$ cat src/rtl/fpsr_pkg.sv
package fpsr_pkg;
  localparam int STAT_W  = 32;
  localparam int NFLAG   = 5;
  localparam int FLAG_LSB = STAT_W - NFLAG;
  localparam int ENA_LSB = 0;
  localparam int CQ_LEN  = 10;
  localparam int CQ_LSB  = 11;
  localparam int CA_TOP  = CQ_LSB + CQ_LEN;
  localparam int CUR_BIT = 26;
  localparam int RM_LSB  = 9;
  localparam int FTZ_BIT = 5;
  localparam int YW      = 4;
  localparam int MASK_W  = 5;

  typedef enum logic [1:0] {
    RM_NEAR = 2'd0,
    RM_ZERO = 2'd1,
    RM_UP   = 2'd2,
    RM_DOWN = 2'd3
  } round_mode_e;

  typedef enum logic [1:0] {
    REL_GT = 2'd0,
    REL_LT = 2'd1,
    REL_EQ = 2'd2,
    REL_UN = 2'd3
  } relation_e;
endpackage

$ cat src/rtl/fpsr_flag_merge.sv
module fpsr_flag_merge
  import fpsr_pkg::*;
#(
  parameter int N = NFLAG
) (
  input  logic         op_done_i,
  input  logic [N-1:0] raw_i,
  input  logic [N-1:0] enable_i,
  output logic [N-1:0] mapped_o,
  output logic         raise_o,
  output logic         trap_o
);
  // raw order is the reverse of the internal order
  for (genvar g = 0; g < N; g++) begin : g_map
    assign mapped_o[N-1-g] = raw_i[g];
  end

  assign raise_o = op_done_i & (|mapped_o);
  assign trap_o  = op_done_i & (|(mapped_o & enable_i));
endmodule

$ cat src/rtl/fpsr_cmp_update.sv
module fpsr_cmp_update
  import fpsr_pkg::*;
#(
  parameter int W    = STAT_W,
  parameter int QLEN = CQ_LEN,
  parameter int QLSB = CQ_LSB,
  parameter int CUR  = CUR_BIT
) (
  input  logic [W-1:0]      status_i,
  input  logic              cmp_done_i,
  input  logic [1:0]        rel_i,
  input  logic [MASK_W-1:0] mask_i,
  input  logic [YW-1:0]     y_i,
  output logic [W-1:0]      status_o
);
  localparam int TOP = QLSB + QLEN;

  relation_e rel;
  logic      res;
  logic      unused_sig_sel;

  assign rel            = relation_e'(rel_i);
  assign unused_sig_sel = mask_i[0];

  always_comb begin
    unique case (rel)
      REL_GT:  res = mask_i[4];
      REL_LT:  res = mask_i[3];
      REL_EQ:  res = mask_i[2];
      default: res = mask_i[1];
    endcase
  end

  always_comb begin
    status_o = status_i;
    if (cmp_done_i) begin
      if (y_i == '0) begin
        status_o[QLSB +: QLEN] = status_i[QLSB+1 +: QLEN];
        status_o[TOP]          = status_i[CUR];
        status_o[CUR]          = res;
      end else begin
        for (int k = 1; k <= QLEN + 1; k++) begin
          if (y_i == k[YW-1:0]) status_o[TOP+1-k] = res;
        end
      end
    end
  end
endmodule

$ cat src/rtl/fpsr_mode_decode.sv
module fpsr_mode_decode
  import fpsr_pkg::*;
(
  input  logic [1:0] rm_field_i,
  input  logic       ftz_bit_i,
  output logic [1:0] round_mode_o,
  output logic       ftz_o
);
  round_mode_e rm;

  always_comb begin
    unique case (rm_field_i)
      2'd1:    rm = RM_ZERO;
      2'd2:    rm = RM_UP;
      2'd3:    rm = RM_DOWN;
      default: rm = RM_NEAR;
    endcase
  end

  assign round_mode_o = rm;
  assign ftz_o        = ftz_bit_i;
endmodule

$ cat src/rtl/fp_status_unit.sv
module fp_status_unit
  import fpsr_pkg::*;
(
  input  logic              clk_i,
  input  logic              rst_ni,
  input  logic              op_done_i,
  input  logic [NFLAG-1:0]  op_flags_i,
  input  logic              cmp_done_i,
  input  logic [1:0]        cmp_rel_i,
  input  logic [MASK_W-1:0] cmp_mask_i,
  input  logic [YW-1:0]     cmp_target_i,
  input  logic              sw_we_i,
  input  logic [STAT_W-1:0] sw_wdata_i,
  output logic [STAT_W-1:0] status_o,
  output logic [1:0]        round_mode_o,
  output logic              ftz_o,
  output logic              trap_o
);
  logic [STAT_W-1:0] status_q, after_flags, after_cmp;
  logic [NFLAG-1:0]  mapped;
  logic              raise, trap_req, trap_q;

  fpsr_flag_merge #(.N(NFLAG)) i_flag (
    .op_done_i (op_done_i),
    .raw_i     (op_flags_i),
    .enable_i  (status_q[ENA_LSB +: NFLAG]),
    .mapped_o  (mapped),
    .raise_o   (raise),
    .trap_o    (trap_req)
  );

  always_comb begin
    after_flags = status_q;
    if (raise) after_flags[FLAG_LSB +: NFLAG] = status_q[FLAG_LSB +: NFLAG] | mapped;
  end

  fpsr_cmp_update #(.W(STAT_W), .QLEN(CQ_LEN), .QLSB(CQ_LSB), .CUR(CUR_BIT)) i_cmp (
    .status_i   (after_flags),
    .cmp_done_i (cmp_done_i),
    .rel_i      (cmp_rel_i),
    .mask_i     (cmp_mask_i),
    .y_i        (cmp_target_i),
    .status_o   (after_cmp)
  );

  always_ff @(posedge clk_i or negedge rst_ni) begin
    if (!rst_ni) begin
      status_q <= '0;
      trap_q   <= 1'b0;
    end else if (sw_we_i) begin
      status_q <= sw_wdata_i;
      trap_q   <= 1'b0;
    end else begin
      status_q <= after_cmp;
      trap_q   <= trap_req;
    end
  end

  fpsr_mode_decode i_mode (
    .rm_field_i   (status_q[RM_LSB +: 2]),
    .ftz_bit_i    (status_q[FTZ_BIT]),
    .round_mode_o (round_mode_o),
    .ftz_o        (ftz_o)
  );

  assign status_o = status_q;
  assign trap_o   = trap_q;
endmodule

$ cat config.mk
export PLATFORM = sky130hd
export DESIGN_NAME = fp_status_unit
export DESIGN_NICKNAME = d
export VERILOG_FILES = /design/src/rtl/fpsr_pkg.sv /design/src/rtl/fpsr_flag_merge.sv /design/src/rtl/fpsr_cmp_update.sv /design/src/rtl/fpsr_mode_decode.sv /design/src/rtl/fp_status_unit.sv
export SDC_FILE = /design/constraint.sdc
export NUM_CORES = 1
export LEC_CHECK = 0
export BUFFER_PORTS_ARGS = -buffer_cell sky130_fd_sc_hd__buf_2
export CAP_MARGIN = 30
export CORE_MARGIN = 5
export CORE_UTILIZATION = 27
export CTS_CLUSTER_SIZE = 14
export DETAILED_ROUTE_END_ITERATION = 12
export SLEW_MARGIN = 10
export SYNTH_ARGS = -nofsm -noshare
export SYNTH_HDL_FRONTEND = slang
export SYNTH_HIERARCHICAL = 1
export SYNTH_SLANG_ARGS = --single-unit
$ cat constraint.sdc
create_clock -name clk_i -period 3.53 [get_ports clk_i]
set_input_delay 0.706 -clock clk_i [delete_from_list [all_inputs] [get_ports clk_i]]
set_output_delay 0.706 -clock clk_i [all_outputs]
set_load 0.005 [all_outputs]
Word level (Yosys, flattened, before mapping)
Index checks and enable logic that the tools add are counted.
- register bits: 33
- input bits: 53
- output and inout port bits: 36
- word-level logic and storage cells: 85
- equal/unequal tests: 16
- multiplexer cells: 20
- bitwise operators: 4
- reduce and logical (&&, ||, !) cells: 30
- operators by type and width (cell ; number):
    nonzero test 3 bit ; 11
    2-to-1 mux 32 bit ; 1
    AND reduction 2 bit ; 12
    2-to-1 mux 11 bit ; 2
    == test 4 x 3 -> 1 bit, second input constant ; 4
    == test 4 bit, second input constant ; 4
    2-to-1 mux 1 bit ; 14
    OR reduction 5 bit ; 2
    == test 4 x 2 -> 1 bit, second input constant ; 2
    == test 2 bit, second input constant ; 3
    case mux 2 bit (3 select lines) ; 1
    nonzero test 2 bit ; 3
    bitwise AND 5 bit ; 1
    2-to-1 mux 5 bit ; 1
    OR 5 bit ; 1
    == test 2 x 1 -> 1 bit, second input constant ; 2
    == test 4 x 1 -> 1 bit, second input constant ; 1
    zero test 4 bit ; 1
    case mux 1 bit (3 select lines) ; 1
    bitwise AND 1 bit ; 2
    zero test 2 bit ; 1

Longest topological paths before layout
Gate-level depths: netlist (run 1).
- word-level depth: 6
- gate-level depth with buffers: 6
- gate-level depth less buffers: 4

Modules after synthesis
Netlist (run 1), hierarchy kept.
- modules (own cells, without submodules) (module ; times used ; cells each ; area each (µm²) ; sequential area each (µm²)):
    fp_status_unit ; 1 ; 102 ; 1612.8 ; 825.8
    fpsr_cmp_update ; 1 ; 116 ; 807.0 ; 0.0
    fpsr_flag_merge ; 1 ; 10 ; 77.6 ; 0.0
    fpsr_mode_decode ; 1 ; 3 ; 15.0 ; 0.0

Worst setup path after synthesis (run 1)
OpenSTA, ideal clock, no wires.
- kind: in2reg
- from: in cmp_target_i[0]
- to: reg status_q[26] (netlist: status_o[26])
- library setup time: 0.125 ns
- arrival: 2.031 ns
- required time: 3.405 ns
- setup slack: 1.374 ns
- stages on the path: 5
- path buffers: 1
- path through: or4_4 -> buf_6 -> nor2_8 -> mux2_1 -> mux2_4
- longest elaborated chain between the ends: 3
- ends and longest elaborated chain (element ; RTL line ; source):
    start: declaration ; fp_status_unit.sv:11 ; input logic [YW-1:0] cmp_target_i,
    zero test 4 bit ; fpsr_cmp_update.sv:37 ; if (y_i == '0) begin
    nonzero test 2 bit (no source line) ; n/a ;
    AND reduction 2 bit (no source line) ; n/a ;
    end signal: assignment ; fp_status_unit.sv:51 ; status_q <= sw_wdata_i;
    end signal: assignment ; fp_status_unit.sv:54 ; status_q <= after_cmp;
    end: declaration ; fp_status_unit.sv:19 ; logic [STAT_W-1:0] status_q, after_flags, after_cmp;
Every way passes these cells.
A chain may end at the register's enable or synchronous reset.

Final worst setup path (run 1)
Same ends and word-level chain as after synthesis.

==> results of run 1 <==
[final timing paths]
path / to / slack [ps] / depth (start not counted)
worst min register to register: status_o[8] / 500 / 1
worst max-delay path: status_o[26] / 1310 / 5
worst max register to register: status_o[19] / 2170 / 4
worst min-delay path: status_o[4] / 500 / 1
min in group clk_i: status_o[8] / 500 / 1
max in group asynchronous: status_o[25] / 2550 / 1
[routing by layer]
layer / up-vias / share of wire, % / routed length (um) / GRT usage [%]
met5: - / 0 / 0 / 0
met2: 76 / 45 / 2500 / 14.8
met4: 0 / 0.70 / 39 / 2.47
li1: 833 / - / - / -
met3: 2 / 7.0 / 389 / 2.13
met1: 838 / 48 / 2660 / 14.5
[cell type report]
class | instances | area share, %
timing repair buffer | 88 | 17.2
inverter | 5 | 0.709
sequential | 33 | 31.2
multi-input combinational | 122 | 42.6
clock buffer | 8 | 3.02
tap | 111 | 5.25
[cells by family after synthesis]
| group | count (synthesis) | synth area share (%) |
|---|---|---|
| compound gates | 44 | 13.4 |
| buf+inv | 76 | 22.2 |
| simple gates | 44 | 11.5 |
| mux | 34 | 20.0 |
| flops | 33 | 32.9 |
[power breakdown]
part,switching [mW],internal [mW]
combinational,0.115,0.148
clock,0.129,0.140
sequential,0.0333,0.419
[sequential cells by signal, summed over array words and instances (netlist names)]
signal	flops
status_o	32
trap_o	1
[critical path: cells and delay by family]
kind / cells / cell delay [ps]
multiplexers: 2 / 620
buffers and inverters: 1 / 230
AND/OR/NAND/NOR: 2 / 820
[per-stage QoR]
stage / instances / hold slack, ps / worst slack (ps)
2_1_floorplan: 231 / 410 / 1370
3_3_place_gp: 358 / 487 / 1060
3_5_place_dp: 359 / 488 / 1030
4_1_cts: 367 / 507 / 1330
5_1_grt: 367 / 525 / 1280
6_report: 367 / 498 / 1310
[placed cells by master (no fill, tap or decap), drive strengths merged]
| master | synthesis | final |
|---|---|---|
| or4 | 2 | 2 |
| a31oi | 6 | 6 |
| o31a | 2 | 2 |
| o2bb2ai | 1 | 1 |
| o21ai | 1 | 1 |
| a222oi | 2 | 2 |
| or4bb | 4 | 4 |
| nor4 | 1 | 1 |
| o22ai | 1 | 1 |
| buf | 68 | 88 |
| nand3 | 6 | 6 |
| a221oi | 5 | 5 |
| dfrtp | 33 | 33 |
| nand4b | 2 | 2 |
| o221ai | 2 | 2 |
| a21o | 5 | 5 |
| nor3 | 9 | 9 |
| nand4 | 3 | 3 |
| o21a | 1 | 1 |
| nor4b | 1 | 1 |
| inv | 5 | 5 |
| nor2b | 5 | 5 |
| o21bai | 12 | 12 |
| nor2 | 9 | 9 |
| a211oi | 3 | 3 |
| mux2 | 33 | 33 |
| a22oi | 1 | 1 |
| a21boi | 2 | 2 |
| mux4 | 1 | 1 |
| clkbuf | 3 | 8 |
| and3b | 2 | 2 |
==> metrics.txt, run 1 <==
CTS Buf Count 5; most common cell in the netlist buf_4; worst reg2reg path startpoint status_o[19]; setup TNS after final layout 0 ps; CTS tree yes; post-layout net count 308; Cell variety after synth 40; worst-skew pair later-pin latency 270 ps; area of the core 9150 um2; number of failing setup endpoints in the final timing report 0; first element of the critical path cmp_target_i[0]; share of flip-flops with an asynchronous set or reset 100%; multi-input gate area in the final layout 1130 um2; maximum number of pins on one net before global-route repair 34; share of the core filled with cells 28.9%; ratio of cells with drive above 1 in the final layout 50.4%; highest-delay cell along the critical path or4_4; cell area power density 371 nW/um2; number of global-route vias before repair 1,740; post-layout instance area 2650 um2; worst voltage drop across the vdd grid 0.000146 V; Post-DP HPWL 4.24 mm; chip height 106 um; Detail Route Antenna Nets 0; Final Hold Viols 0; transition time at the pin with the least slew margin 763 ps; gate count of the mapped netlist 231; data required time at the worst endpoint 3690 ps; final global-route overflow total 0; Storage cell area 826 um2; synthesized area divided by synthesized cell count 10.9 um2; initial DRC count 121; CP Max Fanout 24; top flip-flop cell by instance count after synthesis dfrtp_1; # Max-Cap Violations 0; post-synthesis sequential area ratio 32.9%; cell breakdown of the critical path buf_2, or4_4, nor2_8, mux2_1, mux2_4; startpoint-to-endpoint class of the critical path in -> reg; H-Tree Depth 2; total of flip-flops plus latches after synthesis 33; clock period minus worst slack 2220 ps; net count after synthesis 284; cell taking the most area after synthesis dfrtp_1; routed wire length per instance 15.2 um; CTS Hold Buffers Added 0; Max transition margin 49.1%; result of the run finished, final reports clean; TritonCTS Sinks 33; Via Count 1,749; Lkg Pwr 1.26 nW; highest clock rate 0.450 GHz; length of the first detailed-routing pass in iterations 4; count of cells resized by post-cts repair 0; overall die width 106 um; area share of the leading cell type in the synthesized netlist 32.9%; RSZ-0062 raised after global routing no; crit-path max cell delay 670 ps; Tot Pwr 0.983 mW; fill cell total of the finished layout 965; global-route total usage across every layer 9.91%; global-route wire length before repair 9.02 mm; number of pins exceeding their max-slew limit in the final report 0; Die ar. 11,300 um2; critical path capture point type register; final routed DRC violation total 0; Setup Buffers After CTS 0; Clk pin slew, worst setup/hold paths 70 ps; area post-placement 2570 um2; arrival time at the worst endpoint 2380 ps; area grow syn2layout 5.38%; number of antenna repair diodes 0; number of enable flip-flop cells after synthesis 0; initial cell density of the core 27.5%; Final Routed Wirelength 5.59 mm; largest cells by area after synthesis dfrtp_1, mux2_4, buf_4; sort of element at the start of the critical path input pin; Max Buffers Root-to-Sink 2; number of antenna violations at the first check in global routing 0; Worst Skew 1.42 ps; via/cell ratio 4.77; last weighted congestion value of the routability-driven placer 0.779; Ports 89; clock root cell clkbuf_8; Final Cycle Share 62.9%; Yosys warnings 6; total of buffers placed on input and output ports 87; number of core rows 35; cell area after synthesis 2510 um2; most frequent cells after synthesis buf_4, dfrtp_1, mux2_4; HP Class in -> async
Note: power is estimated with default switching activity, not from simulation.
==> run 2: changes to the inputs <==
==> constraint.sdc (replaced) <==
create_clock -name clk_i -period 2.32 [get_ports clk_i]
set_input_delay 0.464 -clock clk_i [delete_from_list [all_inputs] [get_ports clk_i]]
set_output_delay 0.464 -clock clk_i [all_outputs]
set_load 0.005 [all_outputs]
==> metrics.txt, run 2 (synthesized netlist as in run 1, its figures left out) <==
result of the run finished, final reports clean (unchanged); number of flip-flops in the largest register 32 (unchanged); CTS Hold Buffers Added 0 (unchanged); Final Cycle Share 77.3%; Final Hold Viols 0 (unchanged); global-route wire length before repair 9.18 mm (was 9.02 mm); number of antenna violations at the first check in global routing 0 (unchanged); share of the core filled with cells 29.3% (was 28.9%); number of core rows 35 (unchanged); r2r worst-path depth 4 (unchanged); sequential group share of total power 45.1% (was 46.0%); initial DRC count 112 (was 121); post-layout net count 312 (was 308); # Max-Cap Violations 0 (unchanged); TritonCTS Sinks 33 (unchanged); most used cells in the layout excluding fill and tap cells buf_2, dfrtp_1, mux2_4 (unchanged); maximum number of pins on one net before global-route repair 34 (unchanged); total of buffers placed on input and output ports 87 (unchanged); critical path capture point type register (unchanged); worst reg2reg path startpoint status_o[19] (unchanged); number of pins exceeding their max-slew limit in the final report 0 (unchanged); transition time at the pin with the least slew margin 769 ps (was 763 ps); H-Tree Depth 2 (unchanged); length of the first detailed-routing pass in iterations 4 (unchanged); clock root cell clkbuf_8 (unchanged); chip height 106 um (unchanged); startpoint-to-endpoint class of the critical path in -> reg (unchanged); CP Max Fanout 8 (was 24); final global-route overflow total 0 (unchanged); highest clock rate 0.558 GHz; Sw Share 27.7% (was 28.1%); Max transition margin 48.7% (was 49.1%); Clk pin slew, worst setup/hold paths 70 ps (about the same); Ports 89 (unchanged); Post-DP HPWL 4.26 mm (was 4.24 mm); arrival time at the worst endpoint 1960 ps (was 2380 ps); setup TNS after final layout 0 ps (unchanged); final routed DRC violation total 0 (unchanged); clock period minus worst slack 1790 ps; initial cell density of the core 27.5% (unchanged); Lkg Pwr 1.29 nW (was 1.26 nW); count of cells resized by post-cts repair 0 (unchanged); ratio of cells with drive above 1 in the final layout 51.7% (was 50.4%); Internal Pwr Total 1.10 mW (was 0.707 mW); setup slack on the worst flop-to-flop path 970 ps (was 2170 ps); Detail Route Antenna Nets 0 (unchanged); net load switching power 0.422 mW (was 0.276 mW); area grow syn2layout 6.82% (was 5.38%); worst hold slack after final layout 258 ps (was 498 ps); Die ar. 11,300 um2 (unchanged); data required time at the worst endpoint 2480 ps (was 3690 ps); CTS tree yes (unchanged); CTS Buf Count 5 (unchanged); worst-skew pair later-pin latency 270 ps (about the same); most frequent standard cell in the layout excluding fill and tap cells buf_2 (unchanged); fraction of power consumed by combinational cells 26.6% (was 26.7%); number of antenna repair diodes 0 (unchanged); area of the core 9150 um2 (unchanged); number of failing setup endpoints in the final timing report 0 (unchanged); routed wire length per instance 15.6 um (was 15.2 um); Worst Skew 3.22 ps (was 1.42 ps); sort of element at the start of the critical path input pin (unchanged); Via Count 1,763 (was 1,749); Max Buffers Root-to-Sink 2 (unchanged); RSZ-0062 raised after global routing no (unchanged); HP Class in -> async (unchanged); global-route total usage across every layer 10.1% (was 9.91%); overall die width 106 um (unchanged); R2R Path End status_o[19] (unchanged); worst voltage drop across the vdd grid 0.000181 V (was 0.000146 V); via/cell ratio 4.76 (was 4.77); Setup Buffers After CTS 0 (unchanged); clock network fraction of total power 28.3% (was 27.3%); number of global-route vias before repair 1,808 (was 1,740); cell area power density 568 nW/um2 (was 371 nW/um2); Final Routed Wirelength 5.76 mm (was 5.59 mm); last weighted congestion value of the routability-driven placer 0.773 (was 0.779)
-- run 2: worst max-delay path by stage --
stage                    startpoint            to  slack (ps)  depth (start not counted)
CTS                 cmp_target_i[0]  status_o[26]         530                          5
detailed placement  cmp_target_i[0]  status_o[26]         230                          5
floorplan           cmp_target_i[0]  status_o[26]         410                          5
global placement    cmp_target_i[0]  status_o[26]         240                          5
global route        cmp_target_i[0]  status_o[19]         440                          6
finish              cmp_target_i[0]  status_o[26]         530                          5
-- run 2: per-stage QoR --
step                setup WS (ps)  power [mW]  instances  area (um2)
floorplan                     406        1.07        231        2510
global placement              245        1.10        363        2600
detailed placement            233        1.11        363        2600
CTS                           532        1.57        370        2680
global route                  442        1.63        370        2680
finish                        527        1.52        370        2680
-- run 2: power groups by stage --
stage                     clock, mW  sequential (mW)  combinational, mW
final                         0.431            0.688              0.406
after global routing          0.484            0.697              0.448
after CTS                     0.466            0.687              0.413
after detailed placement          0            0.698              0.411
after global placement            0            0.695              0.402
after floorplan                   0            0.685              0.382
-- run 2: area by class of cell --
cell class                 count  area, um2
fill                         942       6470
multi-input combinational    122       1130
sequential                    33        826
timing repair buffer          92        485
tap                          111        139
clock buffer                   7       86.3
inverter                       5       18.8
-- run 2: routing by layer --
metal | GRT usage (%) | vias up | part of all wire (%)
li1 | - | 842 | -
met1 | 14.2 | 844 | 46
met2 | 15.4 | 73 | 45
met3 | 2.43 | 4 | 7.7
met4 | 2.74 | 0 | 1.2
met5 | 0 | - | 0
-- run 2: worst max-delay path: stages --
cell and delay (ps):
buf_2 100, or4_4 630, nor2_8 150, mux2_1 340, mux2_4 260
